[src/rtl/irq_rx_pkg.sv]
package irq_rx_pkg;
  localparam int unsigned IRQ_NUM_VEC_DEF = 64;
  localparam int unsigned IRQ_VW_DEF      = $clog2(IRQ_NUM_VEC_DEF);
endpackage

[src/rtl/irq_pend_bank.sv]
module irq_pend_bank #(
  parameter int unsigned NUM_VEC = 64,
  parameter int unsigned VW      = $clog2(NUM_VEC)
) (
  input  logic               clk,
  input  logic               rst_n,
  input  logic               set_en,
  input  logic [VW-1:0]      set_idx,
  input  logic               clr_en,
  input  logic [VW-1:0]      clr_idx,
  output logic [NUM_VEC-1:0] pend_q
);
  logic [NUM_VEC-1:0] pend_d;
  logic [NUM_VEC-1:0] bit_ce;

  for (genvar i = 0; i < NUM_VEC; i++) begin : g_bit
    logic set_hit, clr_hit;
    always_comb begin
      set_hit   = set_en && (set_idx == VW'(i));
      clr_hit   = clr_en && (clr_idx == VW'(i));
      bit_ce[i] = set_hit | clr_hit;
      // a new post wins over a clear of the same bit
      pend_d[i] = set_hit ? 1'b1 : 1'b0;
    end

    always_ff @(posedge clk or negedge rst_n) begin
      if (!rst_n)         pend_q[i] <= 1'b0;
      else if (bit_ce[i]) pend_q[i] <= pend_d[i];
    end
  end

  // a posted index is pending after the edge
  a_r1_set_lands: assert property (@(posedge clk) disable iff (!rst_n)
    set_en |=> pend_q[$past(set_idx)]);

  // set wins a same-bit collision
  a_r8_set_wins: assert property (@(posedge clk) disable iff (!rst_n)
    (set_en && clr_en && set_idx == clr_idx) |=> pend_q[$past(set_idx)]);
endmodule

[src/rtl/irq_prio_enc.sv]
module irq_prio_enc #(
  parameter int unsigned NUM_VEC = 64,
  parameter int unsigned VW      = $clog2(NUM_VEC)
) (
  input  logic [NUM_VEC-1:0] req,
  output logic [VW-1:0]      top_idx,
  output logic               any
);
  always_comb begin
    top_idx = '0;
    any     = 1'b0;
    for (int i = 0; i < NUM_VEC; i++) begin
      if (req[i]) begin
        top_idx = VW'(i);
        any     = 1'b1;
      end
    end
  end
endmodule

[src/rtl/irq_vector_rx.sv]
module irq_vector_rx
  import irq_rx_pkg::*;
#(
  parameter int unsigned NUM_VEC = IRQ_NUM_VEC_DEF,
  parameter int unsigned VW      = $clog2(NUM_VEC)
) (
  input  logic               clk,
  input  logic               rst_n,
  input  logic               post_valid,
  input  logic [VW-1:0]      post_vec,
  input  logic               intr_en,
  input  logic               vec_rd,
  output logic [VW-1:0]      vec_id,
  output logic [NUM_VEC-1:0] pend_map,
  output logic               trap_req
);
  logic pend_any;
  logic take;
  logic trap_d, trap_q;

  irq_prio_enc #(.NUM_VEC(NUM_VEC), .VW(VW)) u_enc (
    .req     (pend_map),
    .top_idx (vec_id),
    .any     (pend_any)
  );

  always_comb take = vec_rd && pend_any;

  irq_pend_bank #(.NUM_VEC(NUM_VEC), .VW(VW)) u_bank (
    .clk     (clk),
    .rst_n   (rst_n),
    .set_en  (post_valid),
    .set_idx (post_vec),
    .clr_en  (take),
    .clr_idx (vec_id),
    .pend_q  (pend_map)
  );

  always_comb trap_d = pend_any && intr_en;

  always_ff @(posedge clk or negedge rst_n) begin
    if (!rst_n) trap_q <= 1'b0;
    else        trap_q <= trap_d;
  end

  assign trap_req = trap_q;

  // masked interrupts never trap
  a_r3_masked: assert property (@(posedge clk) disable iff (!rst_n)
    !intr_en |=> !trap_req);

  // vec_id points at the top set bit
  a_r5_highest: assert property (@(posedge clk) disable iff (!rst_n)
    (pend_map != '0) |-> ((pend_map >> vec_id) == NUM_VEC'(1)));

  // a taken vector is gone unless reposted
  a_r6_read_clears: assert property (@(posedge clk) disable iff (!rst_n)
    (vec_rd && pend_map != '0 && !(post_valid && post_vec == vec_id))
      |=> !pend_map[$past(vec_id)]);

  // an empty read changes nothing
  a_r9_empty_read: assert property (@(posedge clk) disable iff (!rst_n)
    (vec_rd && pend_map == '0 && !post_valid) |=> (pend_map == '0));
endmodule

[config.mk]
export PLATFORM = sky130hd
export DESIGN_NAME = irq_vector_rx
export DESIGN_NICKNAME = d
export VERILOG_FILES = /design/src/rtl/irq_rx_pkg.sv /design/src/rtl/irq_pend_bank.sv /design/src/rtl/irq_prio_enc.sv /design/src/rtl/irq_vector_rx.sv
export SDC_FILE = /design/constraint.sdc
export NUM_CORES = 1
export LEC_CHECK = 0
export ABC_AREA = 0
export ABC_CLOCK_PERIOD_IN_PS = 3200
export BUFFER_PORTS_ARGS = -buffer_cell sky130_fd_sc_hd__buf_2
export CAP_MARGIN = 15
export CORE_UTILIZATION = 55
export CTS_CLUSTER_SIZE = 24
export DETAILED_ROUTE_END_ITERATION = 8
export HOLD_SLACK_MARGIN = 0.06
export PLACE_DENSITY = 0.81
export REMOVE_ABC_BUFFERS = 1
export SLEW_MARGIN = 20
export SYNTH_ARGS = -nofsm -noshare
export SYNTH_HDL_FRONTEND = slang
export SYNTH_SLANG_ARGS = --single-unit
[constraint.sdc]
create_clock -name clk -period 3.2 [get_ports clk]
set_input_delay 0.16 -clock clk [delete_from_list [all_inputs] [get_ports clk]]
set_output_delay 0.16 -clock clk [all_outputs]
set_load 0.005 [all_outputs]
==> results_dict.tcl, run 1 <==
set metrics [dict create \
    status "completed" \
    max_freq_mhz 327 \
    antenna_found_initial 0 \
    initial_utilization_pct 57.4 \
    clock_power_share_pct 27.4 \
    worstSetupPathType "reg -> reg" \
    dieArea_um2 7480 \
    fillers 590 \
    vias 4616 \
    swShare_pct 40.9 \
    r2r_start "u_bank.pend_q[27]" \
    drive_above_1_share_pct 24.3 \
    netlist.area_leader.share_pct 41.5 \
    antenna_cells 0 \
    power.switching_mw 1.06 \
    yosysWarningCount 0 \
    synth_xor_area_share_pct 0 \
    place_area_um2 4560 \
    cts_setup_buffers 0 \
    clk_latency_ns 0.36 \
    fin_skew_ns 0.00988 \
    setup_violations 0 \
    gp_congestion 1.03 \
    cp-end-kind "register" \
    synthTopCellsByArea "dfrtp_1 (41%), o21ai_0 (6.5%), a22oi_1 (5.4%)" \
    drc 0 \
    synth_mux_area_share_pct 0 \
    hpwl_um 11200 \
    synth_common_cells "dfrtp_1 (65), o21ai_0 (51), inv_1 (36)" \
    rows 30 \
    clk_path_buf_depth 2 \
    syn-cell-area_um2 3920 \
    boundaryPins 82 \
    drt-wirelength-per-cell_um 23.9 \
    die_w_um 86.5 \
    synth-adder-area-share_pct 0 \
    rsz0062_at_grt "false" \
    relSlewSlack_pct 18.9 \
    total_power_mw 2.60 \
    p_int_mw 1.54 \
    critical_path_peak_fanout 11 \
    combinationalPowerShare_pct 31.7 \
    fin_crit_ns 3.05 \
    setup_slack_ns 0.145 \
    reg2reg_depth 9 \
    fin_cells 656 \
    nNetsFinal 566 \
    worst_hold_startpoint "vec_rd" \
    ys_ff_latch 65 \
    viasPerCell 7.04 \
    dp_slack_ns -0.0296 \
    grt_pass1_wl_um 23500 \
    synth_top_family_by_area "compound AO/OA/AOI/OAI gates" \
    synthArstFlopShare_pct 100 \
    drt_wl_total_um 15600 \
    synth_compound_area_share_pct 32.6 \
    cts.sinks 65 \
    r2r_slack_ns 0.15 \
    period_share_pct 95.5 \
    grt_usage_pct 43.1 \
    htreeDepth 3 \
    port_buffers 81 \
    hold-path-cell-count 3 \
    maxCapViolCount 0 \
    fp.dieH_um 86.5 \
    startpoint "u_bank.pend_q[27]" \
    maxSlewViolCount 0 \
    drtIter0Drc 595 \
    first_global_vias 4248 \
    cts_buffers 9 \
    place_inst 638 \
    p_per_area_nw_per_um2 543 \
    start_kind "register" \
    cts_tree "built" \
    synth_cell_types 55 \
    crit_end "u_bank.pend_q[8]" \
    p_leak_nw 2.11 \
    ant_nets 0 \
    critical_path_required_ns 3.43 \
    p_seq_share_pct 40.9 \
    hold_class "in -> reg" \
    cp.arrival_ns 3.28 \
    ir_worst_vdd_uv 333 \
    r2r_end "u_bank.pend_q[8]" \
    first_pass_iters 6 \
    core-area_um2 6830 \
    clock-root-buffer "clkbuf_8" \
    grt_max_degree 37 \
    worst_pin_slew_ns 1.21 \
    finalHoldViolCount 0 \
    overflow 0 \
    final_area_um2 4780 \
    synth_ff_type "dfrtp_1" \
    synthMostInstantiatedCell "dfrtp_1" \
    synth_largest_area_cell "dfrtp_1" \
    synthToLayoutAreaGrowth_pct 21.9 \
    synthCells 451 \
    cts.reportedPaths.clkPinSlew_ns 0.08 \
    ys_seq_area_share_pct 41.5 \
    synthSimpleGateAreaFrac_pct 20.8 \
    syn_area_per_cell_um2 8.70 \
    synth_edf_count 0 \
]
per-layer routing:
layer  track usage [%]  wire length [µm]  up-vias
li1                  -                 -     1973
met1              57.1              5930     2125
met2              62.9              6740      415
met3              7.62              1870      103
met4              32.1              1110        0
met5                 0                 0        -
cell usage in the layout, fill, tap and decap left out, types with 4 or more instances in the layout:
master / synthesis / layout
a22oi_1: 28 / 28
and3_1: 5 / 5
nand3_1: 19 / 19
a2111oi_0: 5 / 4
o211ai_1: 4 / 4
o221ai_1: 7 / 7
or2_2: 5 / 5
buf_4: 0 / 22
buf_2: 2 / 81
nor3b_1: 4 / 4
inv_1: 36 / 36
nor3_1: 8 / 7
a21o_1: 9 / 9
nand2_1: 33 / 33
dfrtp_1: 65 / 65
o2111ai_1: 6 / 6
clkbuf_8: 0 / 9
a22o_1: 6 / 6
nand4_1: 9 / 9
o41ai_1: 8 / 8
nor4_1: 26 / 26
o21ai_0: 51 / 51
nor2b_1: 7 / 7
o2bb2ai_1: 9 / 9
nand2b_1: 5 / 5
nor2_1: 26 / 26
a21oi_1: 10 / 9
a211o_1: 4 / 4
timing repair:
item	in CTS	in global routing
hold buffers	2	0
endpoints found under the setup margin	3	1
gates resized for setup	1	2
endpoints found under the hold margin	30	0
metrics by stage:
stage | utilization, % | setup TNS [ns] | hold WS (ns)
after global placement | 66.7 | -0.0490 | 0.236
final | 70.0 | 0 | 0.159
after global routing | 70.0 | 0 | 0.190
after CTS | 69.8 | 0 | 0.161
after floorplan | - | 0 | -0.136
after detailed placement | 66.7 | -0.0296 | 0.242
registers in the layout (all words and copies together) (netlist names):
name / flops
u_bank.pend_q: 64
trap_req: 1
power by group through the flow:
stage	clock, mW	sequential (mW)	combinational (mW)
2_1_floorplan	0	1.04	0.350
3_3_place_gp	0	1.06	0.771
3_5_place_dp	0	1.07	0.774
4_1_cts	0.699	1.05	0.780
5_1_grt	0.740	1.07	0.865
6_report	0.711	1.06	0.823
how the worst min path moves through the flow:
stage | to | slack, ns
finish | u_bank.pend_q[63] | 0.16
global route | u_bank.pend_q[63] | 0.19
CTS | u_bank.pend_q[63] | 0.16
detailed placement | u_bank.pend_q[13] | 0.24
global placement | u_bank.pend_q[13] | 0.24
floorplan | trap_req | -0.14
layout make-up:
type	instances	area, µm²	share of cell area [%]
Timing Repair Buffer	105	591	12.3
Inverter	39	148	3.09
Clock inverter	5	56.3	1.18
Tap cell	96	120	2.51
Clock buffer	11	131	2.75
Multi-Input combinational cell	335	2110	44.1
Sequential cell	65	1630	34.0
cells by family after synthesis:
logic type,count (synthesis)
buf+inv,51
compound gates,179
simple gates,156
flops,65
critical path: stages (launching register included):
cell and delay [ns]:
dfrtp_1 0.44, or2_2 0.32, a211oi_1 0.33, o311ai_0 0.22, a311o_1 0.41, o211ai_2 0.15
inv_2 0.20, a21oi_2 0.48, buf_4 0.26, o221ai_1 0.11
(Power assumes the default switching activity.)
==> run 2: changes to the inputs <==
--- a/config.mk
+++ b/config.mk
@@ -9,13 +9,16 @@
 export ABC_CLOCK_PERIOD_IN_PS = 3200
 export BUFFER_PORTS_ARGS = -buffer_cell sky130_fd_sc_hd__buf_2
 export CAP_MARGIN = 15
-export CORE_UTILIZATION = 55
+export CORE_MARGIN = 2
+export CORE_UTILIZATION = 54
 export CTS_CLUSTER_SIZE = 24
 export DETAILED_ROUTE_END_ITERATION = 8
+export GPL_ROUTABILITY_DRIVEN = 0
 export HOLD_SLACK_MARGIN = 0.06
 export PLACE_DENSITY = 0.81
 export REMOVE_ABC_BUFFERS = 1
 export SLEW_MARGIN = 20
 export SYNTH_ARGS = -nofsm -noshare
 export SYNTH_HDL_FRONTEND = slang
+export SYNTH_HIERARCHICAL = 1
 export SYNTH_SLANG_ARGS = --single-unit
==> run 2 against run 1 <==
Net effect:
- sequential share of layout area is 4.4 points higher
- clock power is 22% higher
- global-route usage is 7.9 points lower
- maximum frequency is 2.8% higher
- count of clock-buffer cells in the layout stayed put
- flip-flop and latch count stayed put
- sequential power is 40% higher
==> results_dict.tcl, run 2 <==
set metrics [dict create \
    crit_slowest_cell "or4b_1" \
    synth_largest_area_cell "dfrtp_1" \
    total_power_mw 4.33 \
    cp.arrival_ns 3.18 \
    antenna_found_initial 0 \
    vias 3861 \
    synthCells 396 \
    cts_tree "built" \
    path_depth 10 \
    grt_pass1_wl_um 19300 \
    initial_utilization_pct 55.4 \
    hold_class "in -> reg" \
    critical_path_required_ns 3.41 \
    status "completed" \
    clk_latency_ns 0.35 \
    nNetsFinal 493 \
    fillers 496 \
    synthToLayoutAreaGrowth_pct 21.7 \
    drt_wl_total_um 12200 \
    p_per_area_nw_per_um2 1020 \
    first_pass_iters 5 \
    r2r_end "u_bank/pend_q[17]" \
    setup_slack_ns 0.228 \
    hpwl_um 8670 \
    critPathMostFrequentCell "o21ai_0" \
    ys_ff_latch 65 \
    cts_buffers 9 \
    reg2reg_depth 10 \
    syn-cell-area_um2 3480 \
    grt_usage_pct 35.2 \
    cts.sinks 65 \
    fin_skew_ns 0.0135 \
    utilization_pct 67.4 \
    yosysWarningCount 6 \
    rsz0062_at_grt "false" \
    period_share_pct 92.9 \
    fin_crit_ns 2.97 \
    synth_edf_count 0 \
    setup_violations 0 \
    synth_cell_types 45 \
    cp-end-kind "register" \
    max_freq_mhz 336 \
    ant_nets 0 \
    fp.dieH_um 84.2 \
    min_to "u_bank/pend_q[60]" \
    overflow 0 \
    dieArea_um2 7100 \
    ir_worst_vdd_uv 567 \
    worstSetupPathType "reg -> reg" \
    rows 29 \
    finalHoldViolCount 0 \
    p_leak_nw 1.80 \
    final_common_cell "o21ai_0" \
    drt-wirelength-per-cell_um 21.6 \
    dp_slack_ns 0.183 \
    synthTopCellsByArea "dfrtp_1 (47%), o21ai_0 (18%), nor2_1 (3.1%)" \
    cts.reportedPaths.clkPinSlew_ns 0.07 \
    synthMostInstantiatedCell "o21ai_0" \
    drc 0 \
    largest_reg_flops 64 \
    grt_max_degree 42 \
    crit_family "simple AND/OR/NAND/NOR gates" \
    final_cell_mix "o21ai_0 (127), buf_2 (81), dfrtp_1 (65)" \
    drive_above_1_share_pct 23.6 \
    crit_path_max_incr_delay_ns 0.66 \
    max_flop_register "u_bank/pend_q" \
    worst_hold_startpoint "post_vec[3]" \
    drtIter0Drc 567 \
    boundaryPins 82 \
    die_w_um 84.2 \
    worst_pin_slew_ns 0.926 \
    r2r_slack_ns 0.23 \
    synth_common_cells "o21ai_0 (127), dfrtp_1 (65), nor2_1 (29)" \
    r2r_start "u_bank/pend_q[58]" \
    clk_path_buf_depth 2 \
    port_buffers 81 \
    antenna_cells 0 \
    synth_ff_type "dfrtp_1" \
    maxSlewViolCount 0 \
    critical_path_peak_fanout 16 \
    core-area_um2 6280 \
    htreeDepth 3 \
    netlist.area_leader.share_pct 46.8 \
    setup_tns_ns 0 \
    viasPerCell 6.85 \
    clock-root-buffer "clkbuf_8" \
    relSlewSlack_pct 38.3 \
    ys_seq_area_share_pct 46.8 \
    syn_area_per_cell_um2 8.78 \
    start_kind "register" \
    maxCapViolCount 0 \
    crit_path_cell_trace "nor4_2, nand2_1, a21oi_1, nand4_1, a41oi_1, a211oi_1, buf_4, or4b_1, o21ai_0, o21ai_0" \
    synthArstFlopShare_pct 100 \
    hold-path-cell-count 3 \
    critPathBufInv 1 \
    hold_slack_ns 0.250 \
    first_global_vias 3611 \
]
==> run 2: per-layer routing <==
| layer | track usage [%] | up-vias | routed length, µm |
|---|---|---|---|
| met2 | 51.6 | 324 | 5260 |
| li1 | - | 1671 | - |
| met1 | 50.2 | 1798 | 4880 |
| met5 | 0 | - | 0 |
| met4 | 14.5 | 0 | 503 |
| met3 | 8.75 | 68 | 1550 |
==> run 2: layout make-up <==
type	count	area (µm²)	area share [%]
multi-input cells	306	1760	41.6
flip-flops and latches	65	1630	38.5
repair buffers	87	455	10.8
clock buffers	11	141	3.34
clock inverters	5	103	2.43
well taps	77	96.3	2.28
inverters	13	48.8	1.15
==> run 2: worst max-delay path by stage <==
| stage | startpoint | to | slack [ns] |
|---|---|---|---|
| 2_1_floorplan | u_bank/pend_q[48] | u_bank/pend_q[18] | 0.39 |
| 3_3_place_gp | u_bank/pend_q[42] | u_bank/pend_q[33] | 0.27 |
| 3_5_place_dp | u_bank/pend_q[42] | u_bank/pend_q[49] | 0.18 |
| 4_1_cts | u_bank/pend_q[42] | u_bank/pend_q[49] | 0.18 |
| 5_1_grt | u_bank/pend_q[58] | u_bank/pend_q[33] | 0.03 |
| 6_report | u_bank/pend_q[58] | u_bank/pend_q[17] | 0.23 |
==> run 2: logic make-up after synthesis <==
logic type	after synthesis	synth area share, %
DFF	65	46.8
AOI/OAI and AO/OA	178	28.0
and+or+nand+nor	128	22.5
buffers and inverters	25	2.73
==> run 2: timing repair <==
action	CTS	global route
hold buffers	2	0
setup endpoints to repair	0	36
setup buffers	0	0
resized for setup	0	1
hold endpoints to repair	41	0
==> run 2: worst min-delay path: stages <==
cell     delay, ns
buf_2         0.14
nand3_1       0.16
o21ai_0       0.10
==> run 2: power by group <==
part           switching [mW]  internal, mW
clock network           0.327         0.538
registers               0.417          1.06
logic                    1.18         0.798
total                    1.93          2.40
==> run 2: through the flow <==
stage / cell area [µm²] / std cells
floorplan: 3430 / 384
global placement: 3960 / 546
detailed placement: 3960 / 546
CTS: 4230 / 564
global route: 4230 / 564
finish: 4230 / 564
